$ cat src/rtl/tlb_pkg.sv
package tlb_pkg;

  typedef enum logic [1:0] {
    ACC_LOAD  = 2'd0,
    ACC_STORE = 2'd1,
    ACC_FETCH = 2'd2
  } acc_e;

  typedef enum logic [1:0] {
    LF_NONE  = 2'd0,
    LF_MISS  = 2'd1,
    LF_WPROT = 2'd2,
    LF_XDIS  = 2'd3
  } lk_fault_e;

  typedef enum logic [1:0] {
    FS_OK     = 2'd0,
    FS_NOPAGE = 2'd1,
    FS_ABSENT = 2'd2
  } fill_stat_e;

endpackage

$ cat src/rtl/tlb_pte_decode.sv
module tlb_pte_decode #(
  parameter int PTE_W   = 64,
  parameter int PPN_W   = 40,
  parameter int PPN_LSB = 12
) (
  input  logic [PTE_W-1:0] pte,
  output logic [PPN_W-1:0] ppn,
  output logic             writable,
  output logic             xdis,
  output logic [1:0]       status
);
  import tlb_pkg::*;

  logic present;
  logic exists;

  assign present  = pte[0];
  assign writable = pte[1];
  assign xdis     = pte[PTE_W-1];
  assign ppn      = pte[PPN_LSB +: PPN_W];
  assign exists   = |pte;

  always_comb begin
    if (!exists)       status = FS_NOPAGE;
    else if (!present) status = FS_ABSENT;
    else               status = FS_OK;
  end
endmodule

$ cat src/rtl/tlb_match.sv
module tlb_match #(
  parameter int ENTRIES = 8,
  parameter int VPN_W   = 36
) (
  input  logic [ENTRIES-1:0]            valid,
  input  logic [ENTRIES-1:0][VPN_W-1:0] tags,
  input  logic [VPN_W-1:0]              key,
  output logic [ENTRIES-1:0]            hits
);
  for (genvar g = 0; g < ENTRIES; g++) begin : g_cmp
    assign hits[g] = valid[g] && (tags[g] == key);
  end
endmodule

$ cat src/rtl/tlb_victim.sv
module tlb_victim #(
  parameter int ENTRIES = 8,
  parameter int IDX_W   = 3
) (
  input  logic [ENTRIES-1:0] valid,
  input  logic [ENTRIES-1:0] same_vpn,
  input  logic [IDX_W-1:0]   rr_ptr,
  output logic [IDX_W-1:0]   slot,
  output logic               use_rr
);
  logic [IDX_W-1:0] dup_idx;
  logic [IDX_W-1:0] free_idx;
  logic             have_dup;
  logic             have_free;

  always_comb begin
    dup_idx   = '0;
    have_dup  = 1'b0;
    free_idx  = '0;
    have_free = 1'b0;
    for (int i = 0; i < ENTRIES; i++) begin
      if (same_vpn[i] && !have_dup) begin
        dup_idx  = IDX_W'(i);
        have_dup = 1'b1;
      end
      if (!valid[i] && !have_free) begin
        free_idx  = IDX_W'(i);
        have_free = 1'b1;
      end
    end
  end

  always_comb begin
    use_rr = 1'b0;
    if (have_dup)       slot = dup_idx;
    else if (have_free) slot = free_idx;
    else begin
      slot   = rr_ptr;
      use_rr = 1'b1;
    end
  end
endmodule

$ cat src/rtl/tlb_xlate.sv
module tlb_xlate #(
  parameter int VA_W    = 48,
  parameter int PG_W    = 12,
  parameter int PPN_W   = 40,
  parameter int PTE_W   = 64,
  parameter int ENTRIES = 8
) (
  input  logic                   clk,
  input  logic                   rst_n,
  input  logic                   lk_valid,
  input  logic [VA_W-1:0]        lk_vaddr,
  input  logic [1:0]             lk_kind,
  output logic                   lk_hit,
  output logic [PPN_W+PG_W-1:0]  lk_paddr,
  output logic                   lk_paddr_ok,
  output logic [1:0]             lk_fault,
  input  logic                   fill_valid,
  output logic                   fill_ready,
  input  logic [VA_W-PG_W-1:0]   fill_vpn,
  input  logic [PTE_W-1:0]       fill_pte,
  output logic [1:0]             fill_status,
  input  logic                   flush
);
  import tlb_pkg::*;

  localparam int VPN_W = VA_W - PG_W;
  localparam int IDX_W = (ENTRIES > 1) ? $clog2(ENTRIES) : 1;
  localparam logic [IDX_W-1:0] LAST_IDX = IDX_W'(ENTRIES - 1);

  logic [ENTRIES-1:0]            valid_q;
  logic [ENTRIES-1:0][VPN_W-1:0] vpn_q;
  logic [ENTRIES-1:0][PPN_W-1:0] ppn_q;
  logic [ENTRIES-1:0]            wr_q;
  logic [ENTRIES-1:0]            xd_q;
  logic [IDX_W-1:0]              rr_q;

  // lookup compare
  logic [ENTRIES-1:0] lk_hits;
  tlb_match #(.ENTRIES(ENTRIES), .VPN_W(VPN_W)) u_lk_match (
    .valid(valid_q), .tags(vpn_q), .key(lk_vaddr[VA_W-1:PG_W]), .hits(lk_hits)
  );

  // refill compare for overwrite detection
  logic [ENTRIES-1:0] fill_hits;
  tlb_match #(.ENTRIES(ENTRIES), .VPN_W(VPN_W)) u_fill_match (
    .valid(valid_q), .tags(vpn_q), .key(fill_vpn), .hits(fill_hits)
  );

  logic [PPN_W-1:0] new_ppn;
  logic             new_wr;
  logic             new_xd;
  logic [1:0]       new_stat;
  tlb_pte_decode #(.PTE_W(PTE_W), .PPN_W(PPN_W), .PPN_LSB(PG_W)) u_dec (
    .pte(fill_pte), .ppn(new_ppn), .writable(new_wr), .xdis(new_xd), .status(new_stat)
  );

  logic [IDX_W-1:0] tgt_slot;
  logic             tgt_rr;
  tlb_victim #(.ENTRIES(ENTRIES), .IDX_W(IDX_W)) u_victim (
    .valid(valid_q), .same_vpn(fill_hits), .rr_ptr(rr_q), .slot(tgt_slot), .use_rr(tgt_rr)
  );

  assign fill_ready  = !flush;
  assign fill_status = new_stat;

  logic fill_take;
  assign fill_take = fill_valid && fill_ready && (new_stat == FS_OK);

  // OR-mux across matches; at most one slot matches
  logic [PPN_W-1:0] sel_ppn;
  logic             sel_wr;
  logic             sel_xd;
  always_comb begin
    sel_ppn = '0;
    sel_wr  = 1'b0;
    sel_xd  = 1'b0;
    for (int i = 0; i < ENTRIES; i++) begin
      if (lk_hits[i]) begin
        sel_ppn = sel_ppn | ppn_q[i];
        sel_wr  = sel_wr | wr_q[i];
        sel_xd  = sel_xd | xd_q[i];
      end
    end
  end

  logic any_hit;
  assign any_hit = |lk_hits;

  always_comb begin
    lk_hit      = lk_valid && any_hit;
    lk_paddr    = lk_hit ? {sel_ppn, lk_vaddr[PG_W-1:0]} : '0;
    lk_fault    = LF_NONE;
    if (lk_valid) begin
      if (!any_hit)                                lk_fault = LF_MISS;
      else if (lk_kind == ACC_STORE && !sel_wr)    lk_fault = LF_WPROT;
      else if (lk_kind == ACC_FETCH && sel_xd)     lk_fault = LF_XDIS;
    end
    lk_paddr_ok = lk_hit && (lk_fault == LF_NONE);
  end

  always_ff @(posedge clk) begin
    if (!rst_n) begin
      valid_q <= '0;
      rr_q    <= '0;
    end else if (flush) begin
      valid_q <= '0;
    end else if (fill_take) begin
      valid_q[tgt_slot] <= 1'b1;
      vpn_q[tgt_slot]   <= fill_vpn;
      ppn_q[tgt_slot]   <= new_ppn;
      wr_q[tgt_slot]    <= new_wr;
      xd_q[tgt_slot]    <= new_xd;
      if (tgt_rr) rr_q <= (rr_q == LAST_IDX) ? '0 : rr_q + 1'b1;
    end
  end

  // a page number is held by at most one valid slot
  assert_match_unique_R9: assert property (@(posedge clk) disable iff (!rst_n)
    $onehot0(lk_hits));

  // flush empties the buffer on the next edge
  assert_flush_clears_R10: assert property (@(posedge clk) disable iff (!rst_n)
    flush |=> valid_q == '0);

  // a no-page entry leaves the slots untouched
  assert_nopage_nowrite_R4: assert property (@(posedge clk) disable iff (!rst_n)
    (fill_valid && fill_ready && fill_pte == '0) |=> $stable(valid_q));

  // a not-present entry leaves the slots untouched
  assert_absent_nowrite_R5: assert property (@(posedge clk) disable iff (!rst_n)
    (fill_valid && fill_ready && fill_status == FS_ABSENT) |=> $stable(valid_q));

  // write-protect faults only on store hits, with the address marked unusable
  assert_wprot_store_R6: assert property (@(posedge clk) disable iff (!rst_n)
    (lk_fault == LF_WPROT) |-> (lk_kind == ACC_STORE && lk_hit && !lk_paddr_ok));

  // a presented lookup without a hit reports a miss
  assert_miss_code_R2: assert property (@(posedge clk) disable iff (!rst_n)
    (lk_valid && !lk_hit) |-> (lk_fault == LF_MISS && !lk_paddr_ok));
endmodule

$ cat config.mk
export PLATFORM = sky130hd
export DESIGN_NAME = tlb_xlate
export DESIGN_NICKNAME = d
export VERILOG_FILES = /design/src/rtl/tlb_pkg.sv /design/src/rtl/tlb_pte_decode.sv /design/src/rtl/tlb_match.sv /design/src/rtl/tlb_victim.sv /design/src/rtl/tlb_xlate.sv
export SDC_FILE = /design/constraint.sdc
export NUM_CORES = 1
export LEC_CHECK = 0
export BUFFER_PORTS_ARGS = -buffer_cell sky130_fd_sc_hd__buf_2
export CAP_MARGIN = 20
export CORE_AREA = 2 2 256 258
export CTS_BUF_LIST = sky130_fd_sc_hd__clkbuf_8
export DETAILED_ROUTE_END_ITERATION = 6
export DIE_AREA = 0 0 258 260
export HOLD_SLACK_MARGIN = 0.03
export MAX_ROUTING_LAYER = met4
export PLACE_DENSITY = 0.59
export SYNTH_ARGS = -nofsm -noshare
export SYNTH_HDL_FRONTEND = slang
export SYNTH_HIERARCHICAL = 1
export SYNTH_SLANG_ARGS = --single-unit
$ cat constraint.sdc
create_clock -name clk -period 10.2 [get_ports clk]
set_input_delay 0 -clock clk [delete_from_list [all_inputs] [get_ports clk]]
set_output_delay 0 -clock clk [all_outputs]
set_load 0.03 [all_outputs]
==> impl_results.md, run 1 <==
- CTS tree: yes
- Post-Synth Adder-Cell Area: less than 1%
- Fin Clk Skew: 53.57 ps
- Count leader, synth: edfxtp_1
- Die width: around 260 microns
- Area contributors post-synth: edfxtp_1 65%, xor2_1 12%, xnor2_1 4.3%
- H-tree Lvls: 3
- Num rows: 93
- Total track usage: 27.21%
- DRC Markers: 0
- DRT Wirelength: approximately 90,000 microns
- Initial DRC count: between 1,500 and 2,000
- Hold EP: rr_q[2]$_SDFFE_PN0P_
- Synth top area share: about two thirds
- Crit path arrival time: roughly 5700 ps
- RSZ-0062 raised after global routing: false
- Syn_area_per_cell: between 10 and 15 sq um
- Synth Instances: 1,940
- Worst hold start: rst_n
- Required @ worst endpoint: 10,530 ps
- Starting Density: about 45%
- Pwr dens: ~160 nW/um^2
- Antenna Violating Nets Remaining: 0
- Number of vias per cell: around 5.8
- Crit. End Element: flip-flop
- Worst-Margin Slew: around 1100 ps
- Reg-to-reg critical path startpoint: vpn_q[142]$_DFFE_PP_
- HPWL Detailed: 53,280 microns
- CP max FO: 50
- Vias in the first global route: about 18,000
- Max IR drop VDD: between 100 and 150 uV
- Max Cap Violations: 0
- Period utilization: 52.28%
- Number of nets in the layout: 2,369
- Dpl ws: ~4900 ps
- IO Count: ~210
- CTS Buf Count: around 110
- CP Class: flip-flop to flip-flop
- Xor/xnor share of the synthesized area: between 10% and 20%
- Yosys cell types: 56
- Syn Std Cell Area: around 29,000 sq um
- Die H: approximately 260 microns
- Via count: 18,250
- Syn Nets: approximately 2,100
- Gates resized, CTS repair: 0
- Wire per inst: roughly 28 microns
- HP Class: primary input to flip-flop
- Final setup fails: 0
- CTS root buffer: clkbuf_8
- Synthesis-to-layout area growth: 15.27%
- Reg2reg path depth: 10
- Gr ovfl total: 0
- Run status: completed
- Yosys reg bits: approximately 640
- Placer Congestion: 0.9535
- R2R Path End: ppn_q[265]$_DFFE_PP_
- DIE AREA: between 60,000 and 70,000 sq um
- Synth Area in Simple Gates: between 6 and 7%
- Ys async rst share: 0%
- CORE AREA: around 64,000 sq um
- Clock sinks: about 640
- Startpoint types: flip-flop
- R2R Setup Slk: a little under 5000 ps
- Mux cell area share after synthesis: less than 1%
- Sequential-to-total area share from yosys stat: 65.84%
- Setup ws final: between 4000 and 5000 ps
- Fraction of layout cells with a size suffix above 1: between 10% and 20%
- Clk buf depth: 3
- Largest net degree at the start of global routing: 63
- Ys flop type: edfxtp_1
- Yosys top cell by area: edfxtp_1
- Commonest cells post-synth: 624 x edfxtp_1, 396 x xor2_1, 142 x xnor2_1, 113 x nor4_1
- First-pass DRT Iterations: 5
- Clk pin slew, worst setup/hold paths: 60 ps
- PortBufs: approximately 210
- Setup tns final: 0 ps
- Final Critical Period: 5332 ps
- Slew margin rel.: 25.45%
- Hold depth: 3
- Post-synth EDFFs: 624
- Fin. max-slew vios: 0
- Final hold viol count: 0
- Largest family of logic cells by synthesized area: XOR/XNOR gates
- Synth warn: 6
- Initial antenna violation count: 3
- Leakage power: 11.19 nW
- F_max: ~0.19 GHz
- First-pass GRT wire length: 127,000 microns
- Post-synthesis compound-gate area fraction: under 10%
- Worst skew pair latency: roughly 750 ps
- Post-CTS Setup Bufs: 0
-- stage by stage --
stage | hold slack, ps | std cells | area [sq um] | util [%] | power (mW)
2_1_floorplan | 98.87 | 1940 | 28790 | - | 3.103
3_3_place_gp | 273.2 | 2867 | 30180 | 47.07 | 3.217
3_5_place_dp | 283.4 | 2867 | 30180 | 47.07 | 3.221
4_1_cts | 30.20 | 3157 | 33180 | 51.75 | 5.472
5_1_grt | 62.20 | 3160 | 33190 | 51.77 | 5.595
6_report | 82.91 | 3160 | 33190 | 51.77 | 5.430
-- sequential cells by signal (all words and copies together) (netlist names) --
signal / count
vpn_q: 288
ppn_q: 320
rr_q: 3
wr_q: 8
xd_q: 8
valid_q: 8
-- final cells by class --
| cell class | instances | area [sq um] |
|---|---|---|
| fill | 5390 | 30930 |
| sequential | 635 | 18960 |
| multi-input combinational | 1108 | 8798 |
| timing repair buffer | 326 | 2145 |
| clock buffer | 106 | 1459 |
| tap | 855 | 1070 |
| clock inverter | 92 | 620.6 |
| inverter | 35 | 131.4 |
| antenna | 3 | 7.507 |
-- cells by family after synthesis --
| kind of cell | Yosys count |
|---|---|
| compound gates | 258 |
| mux | 2 |
| xor+xnor | 542 |
| buf+inv | 197 |
| fa+ha+maj | 2 |
| simple gates | 304 |
| flops | 635 |
-- power by group --
group	switching, mW	internal, mW	total, mW
clock	1.07	1.16	2.23
sequential	0.00356	2.87	2.88
combinational	0.214	0.108	0.322
total	1.29	4.14	5.43
-- layout by cell type, fill, tap and decap left out, drive strengths merged, types with 12 or more instances in the layout --
cell,instances
edfxtp,624
xor2,396
buf,234
xnor2,146
nor4,122
clkbuf,106
dlygate4sd3,92
a22oi,84
inv,82
nand4,62
a221oi,45
a31oi,42
a22o,41
clkinv,37
nor3,25
nand2,19
nand3,16
and3,13
nand2b,12
nor2,12
-- critical path, stage by stage, from the launching register on --
cell	delay, ps
edfxtp_1	420
xor2_1	160
nor4_1	960
nand4_1	200
nor3_1	340
or4_4	210
nor3b_2	50
a21oi_1	570
nand2_1	330
nor2_4	790
buf_4	730
-- worst max path at each step --
stage	endpoint	start	cells after the start	slack (ps)
finish	ppn_q[265]$_DFFE_PP_	vpn_q[142]$_DFFE_PP_	10	4870
global route	ppn_q[248]$_DFFE_PP_	vpn_q[106]$_DFFE_PP_	10	4690
CTS	ppn_q[265]$_DFFE_PP_	vpn_q[106]$_DFFE_PP_	10	4960
detailed placement	ppn_q[271]$_DFFE_PP_	fill_vpn[0]	11	4920
global placement	ppn_q[271]$_DFFE_PP_	fill_vpn[0]	11	5000
floorplan	ppn_q[0]$_DFFE_PP_	vpn_q[36]$_DFFE_PP_	8	2150
-- what timing repair did --
item,4_1_cts,5_1_grt
endpoints found under the setup margin,0,0
hold endpoints to repair,635,0
hold buffers,92,0
-- routing by layer --
layer  routed length, microns  global-route usage (%)  share of wire, %  up-vias
met3                     5836                   3.957               6.5      158
met1                    37010                   34.59                41     9393
met4                     2849                   9.024               3.2        0
met2                    44300                   44.99                49      777
li1                         -                       -                 -     7925
met5                        0                       -                 0        -
No activity file was read; power rests on OpenSTA's default activity.
==> run 2, diff against run 1 <==
Clock period 10.2 ns to 5.5 ns, I/O delays scaled along.
==> run 2 against run 1 <==
Net effect:
- combinational power increased by 89%
- worst hold slack improved by 13 ps
- clock skew decreased by 11 ps
- cell area increased by 0.14%
- die area unchanged
- wire length increased by 0.49%
- sequential power increased by 85%
- setup slack got worse by 4000 ps
- non-clock buffer count increased by 18
- global-route usage increased by 0.15 points
- critical path depth decreased by 1
==> impl_results.md, run 2 (synthesized netlist as in run 1, its figures left out) <==
- CP Class: flip-flop to output pin
- Worst hold start: fill_pte[25]
- Startpoint types: flip-flop
- Max IR drop VDD: approximately 260 uV
- Gr ovfl total: 0
- HPWL Detailed: ~55,000 microns
- Fin. max-slew vios: 0
- Initial antenna violation count: 4
- Final Critical Period: between 4000 and 5000 ps
- Largest net degree at the start of global routing: 74
- Reg2reg path depth: 10
- Starting Density: around 45%
- Fin Clk Skew: roughly 43 ps
- Crit. End Element: output pin
- Post-CTS Setup Bufs: 0
- Clk buf depth: 3
- Clk pin slew, worst setup/hold paths: around 70 ps
- Initial DRC count: about 1,900
- CTS Buf Count: roughly 110
- Final setup fails: 0
- RSZ-0062 raised after global routing: false
- Hold EP: ppn_q[93]$_DFFE_PP_
- CTS root buffer: clkbuf_8
- Top Registers: ppn_q: 320 flops, vpn_q: 288 flops
- Required @ worst endpoint: about 5500 ps
- Leakage power: approximately 11 nW
- DRC Markers: 0
- Area post-placement: slightly above 30,000 sq um
- R2R Setup Slk: 1030 ps
- Placer Congestion: about 0.93
- Die H: 260 microns
- Slew margin rel.: 29.43%
- Final Core Density: between 50% and 60%
- CORE AREA: around 64,000 sq um
- Max FFs per register: 320
- Die width: approximately 260 microns
- Worst-Margin Slew: 1049 ps
- Fraction of layout cells with a size suffix above 1: between 10% and 20%
- Total track usage: a little over a quarter
- DIE AREA: ~67,000 sq um
- Synthesis-to-layout area growth: 15.43%
- Fillers: roughly 5,400
- IO Count: 214
- Number of vias per cell: 5.830
- CP max FO: 42
- Via count: approximately 18,000
- Max Cap Violations: 0
- Clock sinks: 635
- DRT Wirelength: approximately 90,000 microns
- Worst skew pair latency: ~740 ps
- F_max: roughly 0.21 GHz
- Num rows: a little over 90
- Post-route cell area: 33,240 sq um
- CTS tree: yes
- HP Class: primary input to flip-flop
- Final hold viol count: 0
- First-pass DRT Iterations: 5
- First-pass GRT wire length: 128,300 microns
- Top reg by flops: ppn_q
- Number of nets in the layout: around 2,400
- R2R Path End: ppn_q[166]$_DFFE_PP_
- Commonest non-fill, non-tap cells in the layout: 624 x edfxtp_1, 396 x xor2_1, 214 x buf_2
- Crit path arrival time: between 4000 and 5000 ps
- Hold_ws: approximately 96 ps
- Pwr dens: a little under 300 nW/um^2
- Wire per inst: 28.52 microns
- Run status: completed
- Hold depth: 2
- Antenna Violating Nets Remaining: 0
- Reg-to-reg critical path startpoint: vpn_q[235]$_DFFE_PP_
- Period utilization: a little over four fifths
- Commonest non-fill, non-tap cell in the layout: edfxtp_1
- H-tree Lvls: 3
- PortBufs: roughly 210
- Vias in the first global route: 18,210
- Critical path launch point: vpn_q[39]$_DFFE_PP_
run 2: changes by cell type in the layout (fill, tap and decap cells not counted), sizes merged:
cell / before / now
buf: 234 / 261
inv: 82 / 69
bufinv: 7 / 1
dlygate4sd3: 92 / 83
clkbuf: 106 / 108
clkinv: 37 / 45
diode: 3 / 5
run 2: timing repair:
action	in CTS	in global routing
hold buffers	83	0
gates resized for setup	0	0
hold endpoints to repair	635	0
run 2: area by class of cell:
type	count	area [sq um]	area share [%]
Multi-Input combinational cell	1108	8811	26.51
Timing Repair Buffer	344	2367	7.122
Sequential cell	635	18960	57.04
Inverter	35	131.4	0.3953
Clock buffer	108	1486	4.472
Antenna cell	5	12.51	0.03764
Clock inverter	81	400.4	1.205
Tap cell	855	1070	3.219
run 2: how the worst max path moves through the flow:
stage | to | slack, ps | cells past startpoint
2_1_floorplan | ppn_q[200]$_DFFE_PP_ | -710 | 9
3_3_place_gp | ppn_q[166]$_DFFE_PP_ | 1090 | 11
3_5_place_dp | ppn_q[169]$_DFFE_PP_ | 1120 | 11
4_1_cts | lk_paddr[13] | 840 | 9
5_1_grt | lk_paddr[13] | 820 | 9
6_report | lk_paddr[13] | 840 | 9
run 2: power breakdown:
part           leakage, nW  total (mW)  switching [mW]  internal [mW]
logic                 4.39       0.608           0.402          0.207
clock network         1.07        3.82            1.94           1.88
registers             5.70        5.33         0.00660           5.33
total                 11.2        9.76            2.35           7.41
run 2: worst max-delay path, stage by stage (launching register included):
cell and delay (ps):
edfxtp_1 410, xor2_1 160, nor4_1 700, nand4_1 360
nor4_4 580, buf_4 640, a22o_1 260, a221oi_1 60
a31oi_1 460, buf_2 290
run 2: per-stage QoR:
stage               power, mW  instances  TNS (ps)  worst slack [ps]
floorplan               5.753       1940   -266400            -712.2
global placement        5.982       2893         0              1086
detailed placement      5.990       2894         0              1118
CTS                     9.820       3166         0             840.5
global route            10.06       3170         0             823.1
finish                  9.762       3171         0             836.2
run 2: metal layers:
metal / vias to the layer above / wire length (microns) / part of all wire (%) / GRT usage (%)
met3: 172 / 6347 / 7.0 / 4.318
met1: 9489 / 37400 / 41 / 35.65
met4: 0 / 2640 / 2.9 / 8.767
li1: 7962 / - / - / -
met5: - / 0 / 0 / -
met2: 865 / 44050 / 49 / 44.10
